File: src/rtl/xw_pkg.sv
// Shared types for the translation walker.
// Assumes entries are one word with flags in the low bits.
package xw_pkg;

    typedef enum logic [2:0] {
        ST_IDLE    = 3'd0,
        ST_RD_OUT  = 3'd1,
        ST_WT_OUT  = 3'd2,
        ST_RD_IN   = 3'd3,
        ST_WT_IN   = 3'd4,
        ST_DONE    = 3'd5
    } walk_state_t;

    typedef enum logic [1:0] {
        FLT_NONE  = 2'd0,
        FLT_RANGE = 2'd1,
        FLT_OUTER = 2'd2,
        FLT_INNER = 2'd3
    } walk_fault_t;

    localparam int unsigned ENT_VALID_BIT = 0;
    localparam int unsigned ENT_WRITE_BIT = 1;

endpackage

File: src/rtl/xw_va_split.sv
// Splits a virtual address into outer index, inner index and offset,
// and flags an outer index at or past the table length.
// Assumes the address width equals the sum of the three field widths.
module xw_va_split #(
    parameter int OUT_W = 10,
    parameter int IN_W  = 10,
    parameter int OFF_W = 12,
    localparam int VA_W  = OUT_W + IN_W + OFF_W,
    localparam int LEN_W = OUT_W + 1
) (
    input  logic [VA_W-1:0]  vaddr,
    input  logic [LEN_W-1:0] tbl_len,
    output logic [OUT_W-1:0] outer_idx,
    output logic [IN_W-1:0]  inner_idx,
    output logic [OFF_W-1:0] offset,
    output logic             out_of_range
);

    // Field extraction and length comparison.
    always_comb begin
        outer_idx    = vaddr[VA_W-1 -: OUT_W];
        inner_idx    = vaddr[OFF_W +: IN_W];
        offset       = vaddr[OFF_W-1:0];
        out_of_range = ({1'b0, outer_idx} >= tbl_len);
    end

endmodule

File: src/rtl/xw_ent_addr.sv
// Forms the byte address of a table entry: table base plus four
// times the index. Assumes 4-byte entries and a wrapping sum.
module xw_ent_addr #(
    parameter int PA_W  = 32,
    parameter int IDX_W = 10
) (
    input  logic [PA_W-1:0]  base,
    input  logic [IDX_W-1:0] idx,
    output logic [PA_W-1:0]  addr
);

    localparam int PAD_W = PA_W - IDX_W - 2;

    // Scaled index added to the base.
    always_comb begin
        addr = base + {{PAD_W{1'b0}}, idx, 2'b00};
    end

endmodule

File: src/rtl/xw_walk_fsm.sv
// Sequencer for the two-step table walk. It latches the request fields
// on acceptance, issues the outer read and then the inner read, holds
// each read until it is accepted, and presents the result for one cycle.
// Assumes a response only arrives for a read that has been accepted.
module xw_walk_fsm
    import xw_pkg::*;
#(
    parameter int OUT_W = 10,
    parameter int IN_W  = 10,
    parameter int OFF_W = 12,
    parameter int PA_W  = 32,
    localparam int FRAME_W = PA_W - OFF_W
) (
    input  logic               clk,
    input  logic               rst_n,
    input  logic               req_valid,
    output logic               req_ready,
    input  logic               out_of_range,
    input  logic [OUT_W-1:0]   in_outer,
    input  logic [IN_W-1:0]    in_inner,
    input  logic [OFF_W-1:0]   in_offset,
    input  logic               mem_req_ready,
    input  logic               mem_rsp_valid,
    input  logic [PA_W-1:0]    mem_rsp_data,
    output logic               mem_req_valid,
    output logic               sel_inner,
    output logic [OUT_W-1:0]   outer_idx,
    output logic [IN_W-1:0]    inner_idx,
    output logic [FRAME_W-1:0] inner_frame,
    output logic               rsp_valid,
    output walk_fault_t        rsp_code,
    output logic [FRAME_W-1:0] rsp_frame,
    output logic               rsp_writable,
    output logic [OFF_W-1:0]   rsp_offset
);

    walk_state_t state_q, state_d;
    logic        accept;
    logic        ent_valid;
    logic        ent_write;
    logic        unused_ent_bits;

    assign ent_valid       = mem_rsp_data[ENT_VALID_BIT];
    assign ent_write       = mem_rsp_data[ENT_WRITE_BIT];
    assign unused_ent_bits = ^mem_rsp_data[OFF_W-1:2];

    assign req_ready     = (state_q == ST_IDLE);
    assign accept        = req_valid && req_ready;
    assign mem_req_valid = (state_q == ST_RD_OUT) || (state_q == ST_RD_IN);
    assign sel_inner     = (state_q == ST_RD_IN);
    assign rsp_valid     = (state_q == ST_DONE);

    // Next-state selection for the walk sequence.
    always_comb begin
        state_d = state_q;
        unique case (state_q)
            ST_IDLE:   if (req_valid) state_d = out_of_range ? ST_DONE : ST_RD_OUT;
            ST_RD_OUT: if (mem_req_ready) state_d = ST_WT_OUT;
            ST_WT_OUT: if (mem_rsp_valid) state_d = ent_valid ? ST_RD_IN : ST_DONE;
            ST_RD_IN:  if (mem_req_ready) state_d = ST_WT_IN;
            ST_WT_IN:  if (mem_rsp_valid) state_d = ST_DONE;
            ST_DONE:   state_d = ST_IDLE;
            default:   state_d = ST_IDLE;
        endcase
    end

    // State register.
    always_ff @(posedge clk) begin
        if (!rst_n) state_q <= ST_IDLE;
        else        state_q <= state_d;
    end

    // Request field capture on acceptance.
    always_ff @(posedge clk) begin
        if (!rst_n) begin
            outer_idx  <= '0;
            inner_idx  <= '0;
            rsp_offset <= '0;
        end else if (accept) begin
            outer_idx  <= in_outer;
            inner_idx  <= in_inner;
            rsp_offset <= in_offset;
        end
    end

    // Inner table frame from a valid outer entry.
    always_ff @(posedge clk) begin
        if (!rst_n) begin
            inner_frame <= '0;
        end else if (state_q == ST_WT_OUT && mem_rsp_valid && ent_valid) begin
            inner_frame <= mem_rsp_data[PA_W-1:OFF_W];
        end
    end

    // Result and fault code registers.
    always_ff @(posedge clk) begin
        if (!rst_n) begin
            rsp_code     <= FLT_NONE;
            rsp_frame    <= '0;
            rsp_writable <= 1'b0;
        end else if (accept) begin
            rsp_code     <= out_of_range ? FLT_RANGE : FLT_NONE;
            rsp_frame    <= '0;
            rsp_writable <= 1'b0;
        end else if (state_q == ST_WT_OUT && mem_rsp_valid && !ent_valid) begin
            rsp_code <= FLT_OUTER;
        end else if (state_q == ST_WT_IN && mem_rsp_valid) begin
            if (ent_valid) begin
                rsp_frame    <= mem_rsp_data[PA_W-1:OFF_W];
                rsp_writable <= ent_write;
            end else begin
                rsp_code <= FLT_INNER;
            end
        end
    end

    // an unaccepted read stays requested.
    a_r8_hold_request: assert property (@(posedge clk) disable iff (!rst_n)
        mem_req_valid && !mem_req_ready |=> mem_req_valid);

    // an out-of-range request goes straight to the result.
    a_r3_range_skips_memory: assert property (@(posedge clk) disable iff (!rst_n)
        req_valid && req_ready && out_of_range |=> rsp_valid && !mem_req_valid);

    // the result strobe lasts one cycle.
    a_r10_single_strobe: assert property (@(posedge clk) disable iff (!rst_n)
        rsp_valid |=> !rsp_valid);

endmodule

File: src/rtl/xlat_walker.sv
// Top of the two-level translation walker. It splits the incoming
// address, forms the outer and inner entry addresses, and lets the
// sequencer drive the memory port and the result.
// Assumes tbl_base and tbl_len are held steady while a walk runs.
module xlat_walker
    import xw_pkg::*;
#(
    parameter int OUT_W = 10,
    parameter int IN_W  = 10,
    parameter int OFF_W = 12,
    parameter int PA_W  = 32,
    localparam int VA_W    = OUT_W + IN_W + OFF_W,
    localparam int LEN_W   = OUT_W + 1,
    localparam int FRAME_W = PA_W - OFF_W
) (
    input  logic               clk,
    input  logic               rst_n,
    input  logic               req_valid,
    output logic               req_ready,
    input  logic [VA_W-1:0]    req_vaddr,
    input  logic [PA_W-1:0]    tbl_base,
    input  logic [LEN_W-1:0]   tbl_len,
    output logic               mem_req_valid,
    input  logic               mem_req_ready,
    output logic [PA_W-1:0]    mem_req_addr,
    input  logic               mem_rsp_valid,
    input  logic [PA_W-1:0]    mem_rsp_data,
    output logic               rsp_valid,
    output logic               rsp_fault,
    output logic [1:0]         rsp_fault_code,
    output logic [FRAME_W-1:0] rsp_frame,
    output logic               rsp_writable,
    output logic [PA_W-1:0]    rsp_paddr
);

    logic [OUT_W-1:0]   live_outer, held_outer;
    logic [IN_W-1:0]    live_inner, held_inner;
    logic [OFF_W-1:0]   live_offset, held_offset;
    logic               live_oor;
    logic               sel_inner;
    logic [FRAME_W-1:0] inner_frame;
    logic [PA_W-1:0]    outer_addr, inner_addr;
    walk_fault_t        code;

    xw_va_split #(.OUT_W(OUT_W), .IN_W(IN_W), .OFF_W(OFF_W)) u_split (
        .vaddr        (req_vaddr),
        .tbl_len      (tbl_len),
        .outer_idx    (live_outer),
        .inner_idx    (live_inner),
        .offset       (live_offset),
        .out_of_range (live_oor)
    );

    xw_ent_addr #(.PA_W(PA_W), .IDX_W(OUT_W)) u_outer_addr (
        .base (tbl_base),
        .idx  (held_outer),
        .addr (outer_addr)
    );

    xw_ent_addr #(.PA_W(PA_W), .IDX_W(IN_W)) u_inner_addr (
        .base ({inner_frame, {OFF_W{1'b0}}}),
        .idx  (held_inner),
        .addr (inner_addr)
    );

    xw_walk_fsm #(.OUT_W(OUT_W), .IN_W(IN_W), .OFF_W(OFF_W), .PA_W(PA_W)) u_fsm (
        .clk           (clk),
        .rst_n         (rst_n),
        .req_valid     (req_valid),
        .req_ready     (req_ready),
        .out_of_range  (live_oor),
        .in_outer      (live_outer),
        .in_inner      (live_inner),
        .in_offset     (live_offset),
        .mem_req_ready (mem_req_ready),
        .mem_rsp_valid (mem_rsp_valid),
        .mem_rsp_data  (mem_rsp_data),
        .mem_req_valid (mem_req_valid),
        .sel_inner     (sel_inner),
        .outer_idx     (held_outer),
        .inner_idx     (held_inner),
        .inner_frame   (inner_frame),
        .rsp_valid     (rsp_valid),
        .rsp_code      (code),
        .rsp_frame     (rsp_frame),
        .rsp_writable  (rsp_writable),
        .rsp_offset    (held_offset)
    );

    // Read address and result formatting.
    always_comb begin
        mem_req_addr   = sel_inner ? inner_addr : outer_addr;
        rsp_fault_code = code;
        rsp_fault      = (code != FLT_NONE);
        rsp_paddr      = (code == FLT_NONE) ? {rsp_frame, held_offset} : '0;
    end

    // the read address does not move while the read waits.
    a_r8_addr_stable: assert property (@(posedge clk) disable iff (!rst_n)
        mem_req_valid && !mem_req_ready |=> $stable(mem_req_addr));

    // taking a request excludes memory traffic and result delivery.
    a_r9_ready_only_idle: assert property (@(posedge clk) disable iff (!rst_n)
        req_ready |-> !mem_req_valid && !rsp_valid);

    // a faulted result carries no translation.
    a_r10_fault_clears: assert property (@(posedge clk) disable iff (!rst_n)
        rsp_valid && rsp_fault |-> rsp_frame == '0 && !rsp_writable && rsp_paddr == '0);

endmodule

File: config.mk
export PLATFORM = sky130hd
export DESIGN_NAME = xlat_walker
export DESIGN_NICKNAME = d
export VERILOG_FILES = /design/src/rtl/xw_pkg.sv /design/src/rtl/xw_va_split.sv /design/src/rtl/xw_ent_addr.sv /design/src/rtl/xw_walk_fsm.sv /design/src/rtl/xlat_walker.sv
export SDC_FILE = /design/constraint.sdc
export NUM_CORES = 1
export LEC_CHECK = 0
export BUFFER_PORTS_ARGS = -buffer_cell sky130_fd_sc_hd__buf_2
export CAP_MARGIN = 0
export CORE_MARGIN = 10
export CORE_UTILIZATION = 52
export DETAILED_ROUTE_END_ITERATION = 10
export HOLD_SLACK_MARGIN = 0.1
export PLACE_DENSITY = 0.9
export SYNTH_ARGS = -nofsm -noshare
export SYNTH_HDL_FRONTEND = slang
export SYNTH_HIERARCHICAL = 1
export SYNTH_SLANG_ARGS = --single-unit
File: constraint.sdc
create_clock -name clk -period 3.9 [get_ports clk]
set_input_delay 0.78 -clock clk [delete_from_list [all_inputs] [get_ports clk]]
set_output_delay 0.78 -clock clk [all_outputs]
set_load 0.03 [all_outputs]
# Yosys cells after proc, flatten, opt, wreduce, memory -nomap -nowiden
# Index checks and enable logic that the tools add are counted.
[op_classes] addsub=2 magnitude_cmp=1 eq_ne=11 mux=15 n_bitwise=2 reduce_logical=15
[op_table] operator="$add A32 B12 Y32" count=2
[op_table] operator="$mux W32" count=2
[op_table] operator="$mux W3" count=7
[op_table] operator="$pmux W3 S5" count=1
[op_table] operator="$ge A10 B11 Y1" count=1
[op_table] operator="$ne A2 B2 Y1 const B" count=5
[op_table] operator="$mux W2" count=4
[op_table] operator="$eq A3 B2 Y1 const B" count=2
[op_table] operator="$eq A3 B3 Y1 const B" count=2
[op_table] operator="$logic_and A1 B1 Y1" count=5
[op_table] operator="$reduce_and A5 Y1" count=1
[op_table] operator="$eq A3 B1 Y1 const B" count=1
[op_table] operator="$logic_not A3 Y1" count=1
[op_table] operator="$ne A3 B1 Y1 const B" count=1
[op_table] operator="$reduce_and A3 Y1" count=1
[op_table] operator="$reduce_bool A3 Y1" count=1
[op_table] operator="$logic_not A2 Y1" count=1
[op_table] operator="$not A1 Y1" count=2
[op_table] operator="$reduce_and A2 Y1" count=1
[op_table] operator="$reduce_bool A2 Y1" count=1
[op_table] operator="$reduce_or A2 Y1" count=1
[op_table] operator="$logic_not A1 Y1" count=1
[op_table] operator="$logic_or A1 B1 Y1" count=1
[op_table] operator="$mux W1" count=1
[totals] register_bits=78 input_bits=112 out_inout_bits=91

# Longest topological paths before layout
[logic_depth] word_depth=5 depth_mapped=11

# Cells and area by module
# Netlist, hierarchy kept.
[by_module_without_submodules] module="xw_walk_fsm" instances=1 cells_per_inst=369 area_per_inst_um2=3049.2 seq_area_each_um2=1561.5
[by_module_without_submodules] module="xw_ent_addr" instances=2 cells_per_inst=121 area_per_inst_um2=879.6 seq_area_each_um2=0.0
[by_module_without_submodules] module="xlat_walker" instances=1 cells_per_inst=78 area_per_inst_um2=852.1 seq_area_each_um2=0.0
[by_module_without_submodules] module="xw_va_split" instances=1 cells_per_inst=66 area_per_inst_um2=481.7 seq_area_each_um2=0.0

# Worst setup path before layout
# Ideal clock, no wire load.
[synth_timing] path_kind="input port to output port" startpoint="input tbl_base[2]" endpoint="output mem_req_addr[18]" t_arrival_ns=2.636 setup_slack_ns=0.484 stages=11 path_buffers=1 cell_sequence="ha_1 -> inv_1 -> fa_1 -> and2b_1 -> o2111ai_1 -> a21oi_1 -> o41a_1 -> buf_6 -> nand4_1 -> xnor2_1 -> mux2_4"
[synth_via] elab_chain_len=2
[synth_rtl] item="start: declaration" line="xlat_walker.sv:21" source="input logic [PA_W-1:0] tbl_base,"
[synth_rtl] item="$add A32 B12 Y32" line="xw_ent_addr.sv:16" source="addr = base + {{PAD_W{1'b0}}, idx, 2'b00};"
[synth_rtl] item="net outer_addr[18]" line="xlat_walker.sv:42" source="logic [PA_W-1:0] outer_addr, inner_addr;"
[synth_rtl] item="$mux W32" line="xlat_walker.sv:92" source="mem_req_addr = sel_inner ? inner_addr : outer_addr;"
[synth_rtl] item="end: declaration" line="xlat_walker.sv:25" source="output logic [PA_W-1:0] mem_req_addr,"
# The timed path passes the listed nets, and every way through them passes these cells.

# Worst setup path after layout
[layout_timing] startpoint="input tbl_base[2]" endpoint="output mem_req_addr[22]"
# Same word-level chain as after synthesis.

==> impl_metrics.json <==
{
  "status": "complete, no violations",
  "synthTopCellsByArea": "dfxtp_1, a21oi_1, mux2_4",
  "io_pins": 203,
  "synth_cells": 755,
  "cts_tree": "built",
  "gp_congestion": 0.9370,
  "cap_violations": 0,
  "dr.pass1.iters": 6,
  "core-area_sq_um": 11520,
  "synth_cell_types": 58,
  "holdCritPathClass": "register to register",
  "cp_max_fo": 5,
  "synth-edff-count": 0,
  "yosysWarnings": 6,
  "wl_per_cell_um": 17.57,
  "drc_errors": 0,
  "yosysSeqAreaShare_pct": 25.42,
  "vias": 5961,
  "finalHoldViolCount": 0,
  "nNetsFinal": 1038,
  "hold_path_end": "u_fsm/rsp_offset[8]",
  "tns_ns": 0,
  "synth_flop_cell": "dfxtp_1",
  "hold_path_depth": 2,
  "r2r_start": "u_fsm/state_q[1]",
  "yosys.area.top_type_share_pct": 25.42,
  "fin_crit_ns": 3.785,
  "rsz0062_at_grt": "false",
  "htree_num_levels": 3,
  "numCtsBuffers": 9,
  "die-area_sq_um": 16560,
  "power_mw": 2.461,
  "totalWireLength_mm": 18.40,
  "die_h_um": 128.7,
  "whs_ns": 0.4504,
  "grt_usage_pct": 20.83,
  "synth_common_cells": "a21oi_1, nand2_1, dfxtp_1",
  "avgSynthCellArea_sq_um": 8.135,
  "ir_drop_uv": 192.6,
  "antenna_found_initial": 5,
  "required_ns": 3.12,
  "layout_worst_path_cycle_share_pct": 97.06,
  "arrival_ns": 3.01,
  "synth.most_common_cell": "a21oi_1",
  "port_buffers": 192,
  "start_util_pct": 53.34,
  "r2r_end": "u_fsm/rsp_frame[5]",
  "grt_pass1_vias": 5679,
  "powerDensity_nw_per_um2": 339.5,
  "skew_ns": 0.01129,
  "reg2reg_slack_ns": 1.78,
  "clk_latency_ns": 0.33,
  "total_leakage_power_nw": 3.233,
  "start_kind": "primary input",
  "setup_violations": 0,
  "worst-slew-pin-transition_ns": 0.9960,
  "drt_iter0_drc": 507,
  "async_flop_share_pct": 0,
  "yosysTopAreaCell": "dfxtp_1",
  "fmax_mhz": 264.2,
  "ant_nets": 0,
  "final_core_util_pct": 62.95,
  "slew_violations": 0,
  "cts.sinks": 78,
  "grt_overflow": 0,
  "syn_area_sq_um": 6142,
  "grt_max_degree": 55,
  "avgViaCountPerCell": 5.693,
  "critPathKind": "primary input to primary output",
  "cts_buffer_depth": 2,
  "die_x_um": 128.7,
  "synth_seq_cells": 78,
  "drive_above_1_share_pct": 31.59,
  "min-delay-start": "u_fsm/rsp_offset[8]",
  "endpoint_kind": "primary output",
  "grt_pass1_wl_mm": 28.66,
  "num_rows": 39,
  "fill_cells": 993,
  "cts-root-buf": "clkbuf_16",
  "area.growth.synth_to_final_pct": 18.03,
  "cts.clk_slew.worst_paths_ns": 0.06,
  "relSlewSlack_pct": 33.60,
  "dp_hpwl_mm": 13.75,
  "reg2reg_depth": 4
}
placed cells by master, fill, tap and decap left out, types with 5 or more instances in the layout:
cell and count:
buf_2 186, a21oi_1 93, nand2_1 84, dfxtp_1 78
nand3_1 53, o21ai_0 44, xnor2_1 32, nor3b_1 31
mux2_4 30, ha_1 29, xor2_1 23, inv_1 22
nor2_1 20, nand4_1 14, buf_4 13, nor3_1 13
conb_1 13, clkbuf_16 9, a21o_1 9, and4_1 7
buf_6 6, o21ai_1 6, diode_2 5, a211oi_1 5
sequential cells by signal (all words and copies together) (netlist names):
register            count
u_fsm/rsp_code          2
u_fsm/state_q           3
u_fsm/rsp_writable      1
u_fsm/rsp_offset       12
u_fsm/outer_idx        10
u_fsm/inner_idx        10
u_fsm/rsp_frame        20
u_fsm/inner_frame      20
metrics by stage:
step / cells / setup slack, ns / cell area, sq um
CTS: 1041 / -0.003128 / 7188
global route: 1047 / 0.02612 / 7249
global placement: 1023 / -0.1038 / 6832
finish: 1047 / 0.1146 / 7249
floorplan: 767 / 0.4836 / 6187
detailed placement: 1023 / -0.1587 / 6832
power breakdown:
group / switching, mW / total, mW / internal (mW)
Combinational: 0.478 / 0.781 / 0.302
Sequential: 0.0294 / 0.862 / 0.833
Clock: 0.372 / 0.818 / 0.446
Total: 0.880 / 2.46 / 1.58
worst max-delay path: stages:
cell and delay (ns):
buf_6 0.07, ha_4 0.12, inv_2 0.03, fa_2 0.33, and2b_2 0.26, o2111ai_4 0.14, a21oi_4 0.19, o41a_1 0.31
nand4_1 0.16, xnor2_1 0.18, mux2_4 0.28, buf_6 0.14
cell type report:
| type | instances | area (sq um) | share of cell area (%) |
|---|---|---|---|
| Tap cell | 143 | 178.9 | 2.468 |
| Clock inverter | 7 | 68.82 | 0.9493 |
| Multi-Input combinational cell | 573 | 3973 | 54.80 |
| Sequential cell | 78 | 1562 | 21.54 |
| Clock buffer | 9 | 225.2 | 3.107 |
| Inverter | 25 | 93.84 | 1.294 |
| Timing Repair Buffer | 207 | 1136 | 15.67 |
| Antenna cell | 5 | 12.51 | 0.1726 |
worst max-delay path by stage:
| stage | start | endpoint | slack [ns] | depth (start not counted) |
|---|---|---|---|---|
| 6_report | tbl_base[2] | mem_req_addr[22] | 0.11 | 12 |
| 5_1_grt | tbl_base[2] | mem_req_addr[30] | 0.03 | 12 |
| 4_1_cts | tbl_base[2] | mem_req_addr[22] | -0.003 | 12 |
| 3_5_place_dp | tbl_base[2] | mem_req_addr[22] | -0.16 | 12 |
| 3_3_place_gp | tbl_base[2] | mem_req_addr[22] | -0.10 | 12 |
| 2_1_floorplan | tbl_base[2] | mem_req_addr[18] | 0.48 | 11 |
kinds of logic after synthesis:
kind of cell | synth area share [%]
other | 0.06105
adder cells (fa/ha/maj) | 6.763
multiplexers | 7.863
XOR/XNOR | 7.843
AO/OA/AOI/OAI | 16.95
AND/OR/NAND/NOR | 23.43
flip-flops | 25.42
buffers and inverters | 11.67
per-layer routing:
layer / up-vias / GRT usage, % / part of all wire, %
met4: 0 / 7.759 / 1.9
met3: 26 / 4.641 / 8.2
met5: - / 0 / 0
met1: 2763 / 25.75 / 40
li1: 2893 / - / -
met2: 279 / 34.74 / 50
timing repair:
item | CTS | global route
hold buffers | 0 | 0
setup buffers | 1 | 2
pin swaps | 9 | 5
cloned | 1 | 0
endpoints found under the setup margin | 10 | 5
gates resized for setup | 11 | 13
Note: power is estimated with default switching activity, not from simulation.
